==> src/rtl/ssp_pkg.sv <==
package ssp_pkg;

    localparam int unsigned DATA_W = 16;
    localparam int unsigned ADDR_W = 5;

    localparam logic [ADDR_W-1:0] OFS_FMT  = 5'h00;
    localparam logic [ADDR_W-1:0] OFS_CTL  = 5'h04;
    localparam logic [ADDR_W-1:0] OFS_DATA = 5'h08;
    localparam logic [ADDR_W-1:0] OFS_STAT = 5'h0C;
    localparam logic [ADDR_W-1:0] OFS_PRE  = 5'h10;
    localparam logic [ADDR_W-1:0] OFS_CAUSE = 5'h14;

    typedef struct packed {
        logic [7:0] rate;
        logic       cpol;
        logic       cpha;
        logic [1:0] spare;
        logic [3:0] size;
    } fmt_t;

    typedef struct packed {
        logic spare_b;
        logic spare_a;
        logic en;
        logic loop;
        logic ovr_ie;
        logic tx_ie;
        logic rx_ie;
    } ctl_t;

endpackage

==> src/rtl/ssp_fifo.sv <==
module ssp_fifo #(
    parameter int unsigned WIDTH = 16,
    parameter int unsigned DEPTH = 8,
    localparam int unsigned PW = $clog2(DEPTH),
    localparam int unsigned CW = $clog2(DEPTH + 1)
) (
    input  logic             clk,
    input  logic             rst_n,
    input  logic             push,
    input  logic [WIDTH-1:0] din,
    input  logic             pop,
    output logic [WIDTH-1:0] dout,
    output logic [CW-1:0]    count,
    output logic             full,
    output logic             empty
);
    localparam logic [PW-1:0] LAST = PW'(DEPTH - 1);
    localparam logic [CW-1:0] CAP  = CW'(DEPTH);

    typedef struct packed {
        logic [DEPTH-1:0][WIDTH-1:0] mem;
        logic [PW-1:0]               wp;
        logic [PW-1:0]               rp;
        logic [CW-1:0]               cnt;
    } fifo_t;

    fifo_t f_d, f_q;
    logic  do_push, do_pop;

    always_comb begin
        f_d     = f_q;
        do_push = push && (f_q.cnt != CAP);
        do_pop  = pop && (f_q.cnt != '0);
        if (do_push) begin
            f_d.mem[f_q.wp] = din;
            f_d.wp = (f_q.wp == LAST) ? '0 : f_q.wp + PW'(1);
        end
        if (do_pop) begin
            f_d.rp = (f_q.rp == LAST) ? '0 : f_q.rp + PW'(1);
        end
        if (do_push && !do_pop) begin
            f_d.cnt = f_q.cnt + CW'(1);
        end else if (do_pop && !do_push) begin
            f_d.cnt = f_q.cnt - CW'(1);
        end
    end

    always_ff @(posedge clk or negedge rst_n) begin
        if (!rst_n) f_q <= '0;
        else        f_q <= f_d;
    end

    assign dout  = f_q.mem[f_q.rp];
    assign count = f_q.cnt;
    assign full  = (f_q.cnt == CAP);
    assign empty = (f_q.cnt == '0);

endmodule

==> src/rtl/ssp_clkdiv.sv <==
module ssp_clkdiv #(
    parameter int unsigned CNT_W = 16
) (
    input  logic             clk,
    input  logic             rst_n,
    input  logic             run,
    input  logic [CNT_W-1:0] half_len,
    output logic             tick
);
    typedef struct packed {
        logic [CNT_W-1:0] cnt;
    } div_t;

    div_t d_d, d_q;

    always_comb begin
        d_d  = d_q;
        tick = run && (d_q.cnt == half_len - CNT_W'(1));
        if (!run || tick) d_d.cnt = '0;
        else              d_d.cnt = d_q.cnt + CNT_W'(1);
    end

    always_ff @(posedge clk or negedge rst_n) begin
        if (!rst_n) d_q <= '0;
        else        d_q <= d_d;
    end

endmodule

==> src/rtl/ssp_shifter.sv <==
module ssp_shifter #(
    parameter int unsigned DW = 16,
    localparam int unsigned BW  = $clog2(DW + 1),
    localparam int unsigned PHW = $clog2(2 * DW),
    localparam int unsigned IW  = $clog2(DW)
) (
    input  logic          clk,
    input  logic          rst_n,
    input  logic          en,
    input  logic          cpol,
    input  logic          cpha,
    input  logic [3:0]    size,
    input  logic          tick,
    input  logic          tx_avail,
    input  logic [DW-1:0] tx_word,
    input  logic          din,
    output logic          tx_pop,
    output logic          rx_push,
    output logic [DW-1:0] rx_word,
    output logic          active,
    output logic          sclk,
    output logic          dout
);
    localparam int unsigned MIN_BITS = 4;

    typedef struct packed {
        logic           run;
        logic [PHW-1:0] ph;
        logic [BW-1:0]  bits;
        logic [DW-1:0]  tx_sh;
        logic [DW-1:0]  rx_sh;
    } sh_t;

    sh_t s_d, s_q;
    logic [BW-1:0]  bits_req;
    logic [PHW-1:0] last_ph;
    logic [IW-1:0]  msb;

    always_comb begin
        bits_req = (size < 4'd3) ? BW'(MIN_BITS) : BW'(size) + BW'(1);
        last_ph  = PHW'(2 * int'(s_q.bits) - 1);
        s_d      = s_q;
        tx_pop   = 1'b0;
        rx_push  = 1'b0;
        if (!en) begin
            s_d.run = 1'b0;
        end else if (!s_q.run) begin
            if (tx_avail) begin
                tx_pop    = 1'b1;
                s_d.run   = 1'b1;
                s_d.ph    = '0;
                s_d.bits  = bits_req;
                s_d.tx_sh = tx_word;
                s_d.rx_sh = '0;
            end
        end else if (tick) begin
            if (!s_q.ph[0]) s_d.rx_sh = {s_q.rx_sh[DW-2:0], din};
            if (s_q.ph == last_ph) begin
                rx_push = 1'b1;
                if (tx_avail) begin
                    tx_pop    = 1'b1;
                    s_d.ph    = '0;
                    s_d.bits  = bits_req;
                    s_d.tx_sh = tx_word;
                    s_d.rx_sh = '0;
                end else begin
                    s_d.run = 1'b0;
                end
            end else begin
                if (s_q.ph[0]) s_d.tx_sh = {s_q.tx_sh[DW-2:0], 1'b0};
                s_d.ph = s_q.ph + PHW'(1);
            end
        end
    end

    always_ff @(posedge clk or negedge rst_n) begin
        if (!rst_n) s_q <= '0;
        else        s_q <= s_d;
    end

    assign msb     = IW'(s_q.bits - BW'(1));
    assign rx_word = s_q.rx_sh;
    assign active  = s_q.run;
    assign sclk    = s_q.run ? (cpol ^ cpha ^ s_q.ph[0]) : cpol;
    assign dout    = s_q.run & s_q.tx_sh[msb];

endmodule

==> src/rtl/ssp_spi_master.sv <==
module ssp_spi_master
    import ssp_pkg::*;
#(
    parameter int unsigned FIFO_DEPTH = 8,
    parameter int unsigned DIV_W      = 16
) (
    input  logic              clk,
    input  logic              rst_n,
    input  logic              bus_we,
    input  logic              bus_re,
    input  logic [ADDR_W-1:0] bus_addr,
    input  logic [DATA_W-1:0] bus_wdata,
    output logic [DATA_W-1:0] bus_rdata,
    output logic              sclk_o,
    output logic              mosi_o,
    input  logic              miso_i,
    output logic              frame_n_o,
    output logic              irq_o
);
    localparam int unsigned CNT_W = $clog2(FIFO_DEPTH + 1);
    localparam logic [CNT_W-1:0] HALF = CNT_W'(FIFO_DEPTH / 2);

    typedef struct packed {
        fmt_t       fmt;
        ctl_t       ctl;
        logic [7:0] pre;
        logic       ovr;
    } regs_t;

    regs_t r_d, r_q;

    logic [DATA_W-1:0] tx_head, rx_head, rx_word;
    logic [CNT_W-1:0]  tx_cnt, rx_cnt;
    logic tx_full, tx_empty, rx_full, rx_empty;
    logic tx_push, tx_pop, rx_push_req, rx_push, rx_pop;
    logic tick, active, serial_in, dout, busy;
    logic [DIV_W-1:0] half_len;
    logic [6:0] pre_half;
    logic [2:0] cause;
    logic cfg_cpol, port_en, clr_wr, empty_rd;

    assign tx_push  = bus_we && (bus_addr == OFS_DATA) && !tx_full;
    assign rx_pop   = bus_re && (bus_addr == OFS_DATA) && !rx_empty;
    assign rx_push  = rx_push_req && !rx_full;
    assign clr_wr   = bus_we && (bus_addr == OFS_CAUSE);
    assign empty_rd = bus_re && (bus_addr == OFS_DATA) && rx_empty;
    assign cfg_cpol = r_q.fmt.cpol;
    assign port_en  = r_q.ctl.en;

    ssp_fifo #(.WIDTH(DATA_W), .DEPTH(FIFO_DEPTH)) u_txq (
        .clk(clk), .rst_n(rst_n), .push(tx_push), .din(bus_wdata),
        .pop(tx_pop), .dout(tx_head), .count(tx_cnt),
        .full(tx_full), .empty(tx_empty)
    );

    ssp_fifo #(.WIDTH(DATA_W), .DEPTH(FIFO_DEPTH)) u_rxq (
        .clk(clk), .rst_n(rst_n), .push(rx_push), .din(rx_word),
        .pop(rx_pop), .dout(rx_head), .count(rx_cnt),
        .full(rx_full), .empty(rx_empty)
    );

    always_comb begin
        pre_half = (r_q.pre < 8'd2) ? 7'd1 : r_q.pre[7:1];
        half_len = DIV_W'(pre_half) * (DIV_W'(r_q.fmt.rate) + DIV_W'(1));
    end

    ssp_clkdiv #(.CNT_W(DIV_W)) u_div (
        .clk(clk), .rst_n(rst_n), .run(active),
        .half_len(half_len), .tick(tick)
    );

    assign serial_in = r_q.ctl.loop ? dout : miso_i;

    ssp_shifter #(.DW(DATA_W)) u_shift (
        .clk(clk), .rst_n(rst_n), .en(r_q.ctl.en),
        .cpol(r_q.fmt.cpol), .cpha(r_q.fmt.cpha), .size(r_q.fmt.size),
        .tick(tick), .tx_avail(!tx_empty), .tx_word(tx_head),
        .din(serial_in), .tx_pop(tx_pop), .rx_push(rx_push_req),
        .rx_word(rx_word), .active(active), .sclk(sclk_o), .dout(dout)
    );

    always_comb begin
        r_d = r_q;
        if (bus_we) begin
            case (bus_addr)
                OFS_FMT:   r_d.fmt = fmt_t'(bus_wdata);
                OFS_CTL:   r_d.ctl = ctl_t'(bus_wdata[6:0]);
                OFS_PRE:   r_d.pre = {bus_wdata[7:1], 1'b0};
                OFS_CAUSE: r_d.ovr = 1'b0;
                default:   ;
            endcase
        end
        if (rx_push_req && rx_full) r_d.ovr = 1'b1;
    end

    always_ff @(posedge clk or negedge rst_n) begin
        if (!rst_n) r_q <= '0;
        else        r_q <= r_d;
    end

    always_comb begin
        busy     = active || !tx_empty;
        cause[0] = r_q.ctl.rx_ie && (rx_cnt >= HALF);
        cause[1] = r_q.ctl.tx_ie && (tx_cnt <= HALF);
        cause[2] = r_q.ctl.ovr_ie && r_q.ovr;
        case (bus_addr)
            OFS_FMT:   bus_rdata = r_q.fmt;
            OFS_CTL:   bus_rdata = {9'b0, r_q.ctl};
            OFS_DATA:  bus_rdata = rx_empty ? '0 : rx_head;
            OFS_STAT:  bus_rdata = {11'b0, busy, rx_full, !rx_empty, !tx_full, tx_empty};
            OFS_PRE:   bus_rdata = {8'b0, r_q.pre};
            OFS_CAUSE: bus_rdata = {13'b0, cause};
            default:   bus_rdata = '0;
        endcase
    end

    assign mosi_o    = dout;
    assign frame_n_o = !active;
    assign irq_o     = |cause;

endmodule

==> config.mk <==
export PLATFORM = sky130hd
export DESIGN_NAME = ssp_spi_master
export DESIGN_NICKNAME = d
export VERILOG_FILES = /design/src/rtl/ssp_pkg.sv /design/src/rtl/ssp_fifo.sv /design/src/rtl/ssp_clkdiv.sv /design/src/rtl/ssp_shifter.sv /design/src/rtl/ssp_spi_master.sv
export SDC_FILE = /design/constraint.sdc
export NUM_CORES = 1
export LEC_CHECK = 0
export ABC_AREA = 1
export BUFFER_PORTS_ARGS = -buffer_cell sky130_fd_sc_hd__buf_2
export CAP_MARGIN = 15
export CORE_UTILIZATION = 50
export DETAILED_ROUTE_END_ITERATION = 6
export PLACE_DENSITY = 0.66
export SYNTH_ARGS = -nofsm -noshare
export SYNTH_HDL_FRONTEND = slang
export SYNTH_SLANG_ARGS = --single-unit
==> constraint.sdc <==
create_clock -name clk -period 11.6 [get_ports clk]
set_input_delay 2.32 -clock clk [delete_from_list [all_inputs] [get_ports clk]]
set_output_delay 2.32 -clock clk [all_outputs]
set_load 0.05 [all_outputs]
==> results.json, run 1 <==
{
  "clock_path_buffers": 3,
  "critPathMostFrequentCell": "nand2_1",
  "slew_violations": 0,
  "setup.worst_path.end_class": "register",
  "worstMarginPinSlew_ps": 1170,
  "power.density_nw_per_um2": 219,
  "drtPass1Iterations": 7,
  "relSlewSlack_pct": 21.6,
  "synth-seq-cells": 365,
  "ctsHoldBuffers": 0,
  "hpwl_mm": 38.6,
  "worst-path-max-fanout": 71,
  "outcome": "finished clean",
  "vdd.ir_drop.worst_v": 0.000149,
  "grt_pass1_wl_mm": 97.6,
  "cts-buffers-inserted": 41,
  "crit_type": "reg2reg",
  "nets": 2769,
  "drive_above_1_share_pct": 7.03,
  "arrival_ps": 8830,
  "die_y_um": 208,
  "synthesis.area_um2": 21100,
  "dp.cells": 3133,
  "cts.htree.levels": 2,
  "port_buffers": 45,
  "routabilityCongestion": 0.887,
  "cts_sinks": 365,
  "syn_avg_cell_area_um2": 7.83,
  "final-setup-viol-count": 0,
  "final.setup.tns_ps": 0,
  "period_share_pct": 72.2,
  "cpPeakStageDelay_ps": 780,
  "maxCapViolations": 0,
  "dieWidth_um": 208,
  "path_buf_inv": 6,
  "drt-total-wl_mm": 60.9,
  "worstSetupStartpointType": "register",
  "cp_slowest_cell": "nand3_1",
  "area_growth_pct": 8.38,
  "cts.repair.resized": 0,
  "holdCritPathClass": "reg2reg",
  "clkTransAtPathRegs_ps": 60,
  "cts_tree": "yes",
  "postCtsSetupBuffers": 0,
  "grt_pass1_vias": 17900,
  "viasPerCell": 5.91,
  "overflow": 0,
  "clk_latency_ps": 580,
  "ys_seq_area_share_pct": 43.2,
  "crit_family": "simple AND/OR/NAND/NOR gates",
  "dieArea_um2": 43100,
  "finClkSkew_ps": 12.1,
  "drtIter0Drc": 2142,
  "clock.fmax_mhz": 119,
  "cellLeakagePower_nw": 11.4,
  "fp-row-count": 74,
  "remaining_drc_errors": 0,
  "cts-root-buf": "clkbuf_16",
  "syn_nets": 2821,
  "wl_per_cell_um": 19.0,
  "fin_cells": 3208,
  "nFillCells": 3900,
  "fin_crit_ps": 8370,
  "ios": 46,
  "grt_max_degree": 108,
  "hold_viol": 0,
  "n_antenna_cell": 0,
  "initial_core_util_pct": 51.2,
  "antenna_left": 0,
  "core_area_um2": 41300,
  "antenna_found_initial": 0,
  "syn_inst": 2697,
  "worstPathRequired_ps": 12050,
  "ys_types": 47,
  "rsz0062_at_grt": "false",
  "power_mw": 5.02,
  "num_vias": 19000,
  "yosys_warnings": 0,
  "track_usage_pct": 28.5
}
[layer usage]
metal | GRT usage, % | wire length [µm] | vias to the layer above
li1 | - | - | 8818
met1 | 42.0 | 27100 | 9230
met2 | 43.2 | 27000 | 799
met3 | 4.31 | 5290 | 105
met4 | 8.80 | 1480 | 0
met5 | 0 | 0 | -
[final timing paths]
| kind | from | end | slack, ps | depth (start not counted) |
|---|---|---|---|---|
| max | r_q[24]$_DFFE_PN0P_ | u_rxq.f_q[29]$_DFFE_PN0P_ | 3230 | 29 |
| min | u_rxq.f_q[51]$_DFFE_PN0P_ | u_rxq.f_q[51]$_DFFE_PN0P_ | 470 | 2 |
| max reg2reg | r_q[24]$_DFFE_PN0P_ | u_rxq.f_q[29]$_DFFE_PN0P_ | 3230 | 29 |
| min reg2reg | u_rxq.f_q[51]$_DFFE_PN0P_ | u_rxq.f_q[51]$_DFFE_PN0P_ | 470 | 2 |
| max in group asynchronous | rst_n | u_rxq.count[0]$_DFFE_PN0P_ | 7680 | 3 |
| min in group asynchronous | rst_n | u_div.d_q[2]$_DFF_PN0_ | 1750 | 1 |
[Yosys cell counts (all sizes together)]
cell type,instances,area share [%]
nor4,3,0.089
xor2,20,0.83
o21bai,2,0.071
mux2i,45,2.1
a22oi,2,0.071
o211ai,8,0.28
o22ai,13,0.38
nand3b,2,0.071
clkbuf,134,2.4
inv,194,3.4
o32ai,18,0.75
nand4,172,5.1
a21oi,26,0.69
a221o,2,0.095
a32o,3,0.14
buf,40,1.4
o21ai,339,8.0
nor3,17,0.52
or2,2,0.059
clkinv,3,0.053
a21o,4,0.14
nand2,815,15
nor2,259,4.7
xnor2,11,0.46
nor3b,6,0.21
a31oi,1,0.030
fa,41,3.9
o221ai,21,0.87
a211oi,1,0.036
dfrtp,365,43
o2111ai,2,0.083
nand3,69,1.9
ha,57,3.4
[report_power, final]
group	switching (mW)	internal, mW
logic	1.45	0.728
registers	0.115	1.39
clock network	0.553	0.781
[area by class of cell]
| cell class | count | area [µm²] | share of cell area (%) |
|---|---|---|---|
| inverter | 197 | 741 | 3.24 |
| sequential | 365 | 9140 | 39.9 |
| multi-input combinational | 1961 | 10500 | 45.8 |
| timing repair buffer | 79 | 510 | 2.23 |
| tap | 532 | 666 | 2.91 |
| clock buffer | 61 | 1190 | 5.20 |
| clock inverter | 13 | 166 | 0.727 |
[metrics by stage]
stage / hold WS (ps) / cell area [µm²] / utilization, % / setup slack [ps]
detailed placement: 453 / 21500 / 52.1 / 3430
finish: 466 / 22900 / 55.4 / 3230
floorplan: 437 / 21100 / - / 4960
CTS: 467 / 22900 / 55.4 / 3380
global route: 477 / 22900 / 55.4 / 2500
global placement: 448 / 21500 / 52.1 / 3600
[flip-flops by register name, summed over array words and instances (netlist names)]
| name | count |
|---|---|
| cfg_cpol | 1 |
| port_en | 1 |
| u_txq.count | 4 |
| u_shift.s_q | 25 |
| u_div.d_q | 16 |
| u_shift.active | 1 |
| u_shift.rx_word | 16 |
| u_rxq.count | 4 |
| r_q | 29 |
| u_rxq.f_q | 134 |
| u_txq.f_q | 134 |
[worst reg2reg max path: cells and delay by family (launching register included)]
| kind | cells | cell delay [ps] |
|---|---|---|
| simple gates | 15 | 2970 |
| fa+ha+maj | 6 | 2650 |
| buf+inv | 6 | 1530 |
| xor+xnor | 1 | 470 |
| flops | 1 | 450 |
| compound gates | 1 | 190 |
[cells by family (layout without fill, tap and decap cells)]
logic type | after synthesis | count (layout) | share of synthesized area (%)
buffers and inverters | 371 | 350 | 7.24
DFF | 365 | 365 | 43.2
xor gates and xnor gates | 31 | 31 | 1.29
and+or+nand+nor | 1345 | 1345 | 27.2
AOI/OAI and AO/OA | 442 | 442 | 11.7
adders and majority gates | 98 | 98 | 7.26
muxes | 45 | 45 | 2.13
[layout by cell type, fill, tap and decap left out, drive strengths merged, types with 13 or more instances in the layout]
cell | synthesis | layout
nand2 | 815 | 815
o32ai | 18 | 18
mux2i | 45 | 45
o221ai | 21 | 21
nand4 | 172 | 172
nor3 | 17 | 17
inv | 194 | 196
o21ai | 339 | 339
clkbuf | 134 | 61
fa | 41 | 41
dfrtp | 365 | 365
nor2 | 259 | 259
xor2 | 20 | 20
buf | 40 | 79
o22ai | 13 | 13
nand3 | 69 | 69
ha | 57 | 57
a21oi | 26 | 26
(Power assumes the default switching activity.)
==> inputs of run 2 (changes only) <==
--- a/config.mk
+++ b/config.mk
@@ -10,7 +10,7 @@
 export CAP_MARGIN = 15
 export CORE_UTILIZATION = 50
 export DETAILED_ROUTE_END_ITERATION = 6
-export PLACE_DENSITY = 0.66
+export PLACE_DENSITY = 0.68
 export SYNTH_ARGS = -nofsm -noshare
 export SYNTH_HDL_FRONTEND = slang
 export SYNTH_SLANG_ARGS = --single-unit
==> constraint.sdc (replaced) <==
create_clock -name clk -period 7.1 [get_ports clk]
set_input_delay 1.42 -clock clk [delete_from_list [all_inputs] [get_ports clk]]
set_output_delay 1.42 -clock clk [all_outputs]
set_load 0.05 [all_outputs]
==> run 2 against run 1 <==
Net effect:
- combinational power rose by 69%
- highest routed layer unchanged
- critical path type unchanged
- sequential power is 63% higher
- die area did not move
- via count rose by 0.67%
- design area grew 1.4%
- largest cell class unchanged
==> results.json, run 2 (same netlist as run 1, synthesis figures left out) <==
{
  "worstSetupStartpointType": "register",
  "cts-buffers-inserted": 41,
  "area_growth_pct": 9.91,
  "core_area_um2": 41300,
  "routabilityCongestion": 0.922,
  "cts-root-buf": "clkbuf_16",
  "cp-startpoint": "r_q[25]$_DFFE_PN0P_",
  "worstMarginPinSlew_ps": 1180,
  "cts.htree.levels": 2,
  "clock.fmax_mhz": 149,
  "grt_pass1_vias": 17900,
  "hpwl_mm": 39.0,
  "wl_per_cell_um": 19.0,
  "maxCapViolations": 0,
  "regToRegSetupSlack_ps": 390,
  "holdCritPathClass": "reg2reg",
  "num_vias": 19100,
  "clock_path_buffers": 3,
  "critPathMostFrequentCell": "nand2_1",
  "slew_violations": 0,
  "drtIter0Drc": 2062,
  "outcome": "finished clean",
  "ctsHoldBuffers": 0,
  "grt_max_degree": 141,
  "antenna_found_initial": 0,
  "r2r_start": "r_q[25]$_DFFE_PN0P_",
  "grtUsageMet2_pct": 43.0,
  "arrival_ps": 7150,
  "grt-busiest-layer": "met2",
  "clkTransAtPathRegs_ps": 60,
  "initial_core_util_pct": 51.2,
  "vdd.ir_drop.worst_v": 0.000233,
  "overflow": 0,
  "fin_util_pct": 56.2,
  "top_regs": "u_rxq.f_q (134), u_txq.f_q (134), r_q (29)",
  "relSlewSlack_pct": 21.3,
  "fin_cells": 3227,
  "die_y_um": 208,
  "finClkSkew_ps": 33.3,
  "cellLeakagePower_nw": 11.5,
  "drt-total-wl_mm": 61.4,
  "use_met3_pct": 6.37,
  "clk_latency_ps": 590,
  "period_share_pct": 94.5,
  "final-setup-viol-count": 0,
  "cp_slowest_cell": "fa_1",
  "cts_tree": "yes",
  "track_usage_pct": 28.7,
  "fp-row-count": 74,
  "hold_viol": 0,
  "dieArea_um2": 43100,
  "viasPerCell": 5.91,
  "crit_type": "reg2reg",
  "power.density_nw_per_um2": 361,
  "ios": 46,
  "cts_sinks": 365,
  "dieWidth_um": 208,
  "drive_above_1_share_pct": 8.50,
  "setup.worst_path.end_class": "register",
  "remaining_drc_errors": 0,
  "final_common_cell": "nand2_1",
  "use_met1_pct": 42.0,
  "final_cell_mix": "810 x nand2_1, 361 x dfrtp_1, 327 x o21ai_0",
  "r2r_end": "u_rxq.count[3]$_DFFE_PN0P_",
  "port_buffers": 45,
  "nets": 2788,
  "reg2reg_depth": 35,
  "fin_crit_ps": 6710,
  "worstPathRequired_ps": 7540,
  "antenna_left": 0,
  "worst-path-max-fanout": 5,
  "n_antenna_cell": 0,
  "endpoint": "u_rxq.count[3]$_DFFE_PN0P_",
  "drtPass1Iterations": 6,
  "dp.cells": 3150,
  "grt_pass1_wl_mm": 98.7,
  "cpPeakStageDelay_ps": 580
}
[run 2: cell count changes in the layout (fill, tap and decap cells not counted), sizes merged]
| cell | previous run | this run |
|---|---|---|
| buf | 79 | 98 |
| bufinv | 3 | 4 |
| clkbuf | 61 | 64 |
| clkinv | 11 | 7 |
| clkinvlp | 0 | 1 |
| inv | 196 | 195 |
[run 2: routing by layer]
layer | wire [µm] | up-vias
met5 | 0 | -
met4 | 1390 | 0
met3 | 6320 | 102
met2 | 26700 | 884
met1 | 27000 | 9235
li1 | - | 8858
[run 2: area by class of cell]
cell class,count,area (µm²)
well taps,532,666
clock inverters,10,160
inverters,197,741
repair buffers,98,678
clock buffers,64,1250
multi-input cells,1961,10600
flip-flops and latches,365,9140
fillers,3773,18100
[run 2: repair_timing]
| item | in CTS | in global routing |
|---|---|---|
| endpoints found under the setup margin | 1 | 28 |
| gates resized for setup | 1 | 23 |
| buffers inserted | 0 | 2 |
| pin swaps | 0 | 2 |
[run 2: worst min-delay path by stage]
stage,from,endpoint,depth (start not counted)
2_1_floorplan,u_rxq.f_q[106]$_DFFE_PN0P_,u_rxq.f_q[106]$_DFFE_PN0P_,2
3_3_place_gp,u_rxq.f_q[108]$_DFFE_PN0P_,u_rxq.f_q[108]$_DFFE_PN0P_,2
3_5_place_dp,u_rxq.f_q[118]$_DFFE_PN0P_,u_rxq.f_q[118]$_DFFE_PN0P_,2
4_1_cts,u_rxq.f_q[118]$_DFFE_PN0P_,u_rxq.f_q[118]$_DFFE_PN0P_,2
5_1_grt,u_rxq.f_q[57]$_DFFE_PN0P_,u_rxq.f_q[57]$_DFFE_PN0P_,2
6_report,u_rxq.f_q[57]$_DFFE_PN0P_,u_rxq.f_q[57]$_DFFE_PN0P_,2
[run 2: power by group]
part           internal, mW  total [mW]  leakage [nW]  switching (mW)
registers              2.26        2.45          5.00           0.182
logic                  1.26        3.69          5.80            2.43
clock network          1.36        2.24         0.694           0.880
total                  4.88        8.37          11.5            3.49
[run 2: worst max-delay path, delay by kind of cell (launching register included)]
kind                     cells  cell delay [ps]
AND/OR/NAND/NOR             17             1880
adder cells (fa/ha/maj)      8             3040
AO/OA/AOI/OAI                3              520
buffers and inverters        5              430
XOR/XNOR                     2              340
flip-flops                   1              370
[run 2: stage by stage]
stage | setup slack (ps) | hold WS [ps] | power [mW] | setup TNS (ps) | area [µm²]
floorplan | 552 | 437 | 5.16 | 0 | 21100
global placement | 230 | 448 | 5.96 | 0 | 21700
detailed placement | 1.86 | 453 | 6.03 | 0 | 21700
CTS | 36.6 | 468 | 8.27 | 0 | 23100
global route | -30.0 | 479 | 9.04 | -30.0 | 23200
finish | 391 | 467 | 8.37 | 0 | 23200
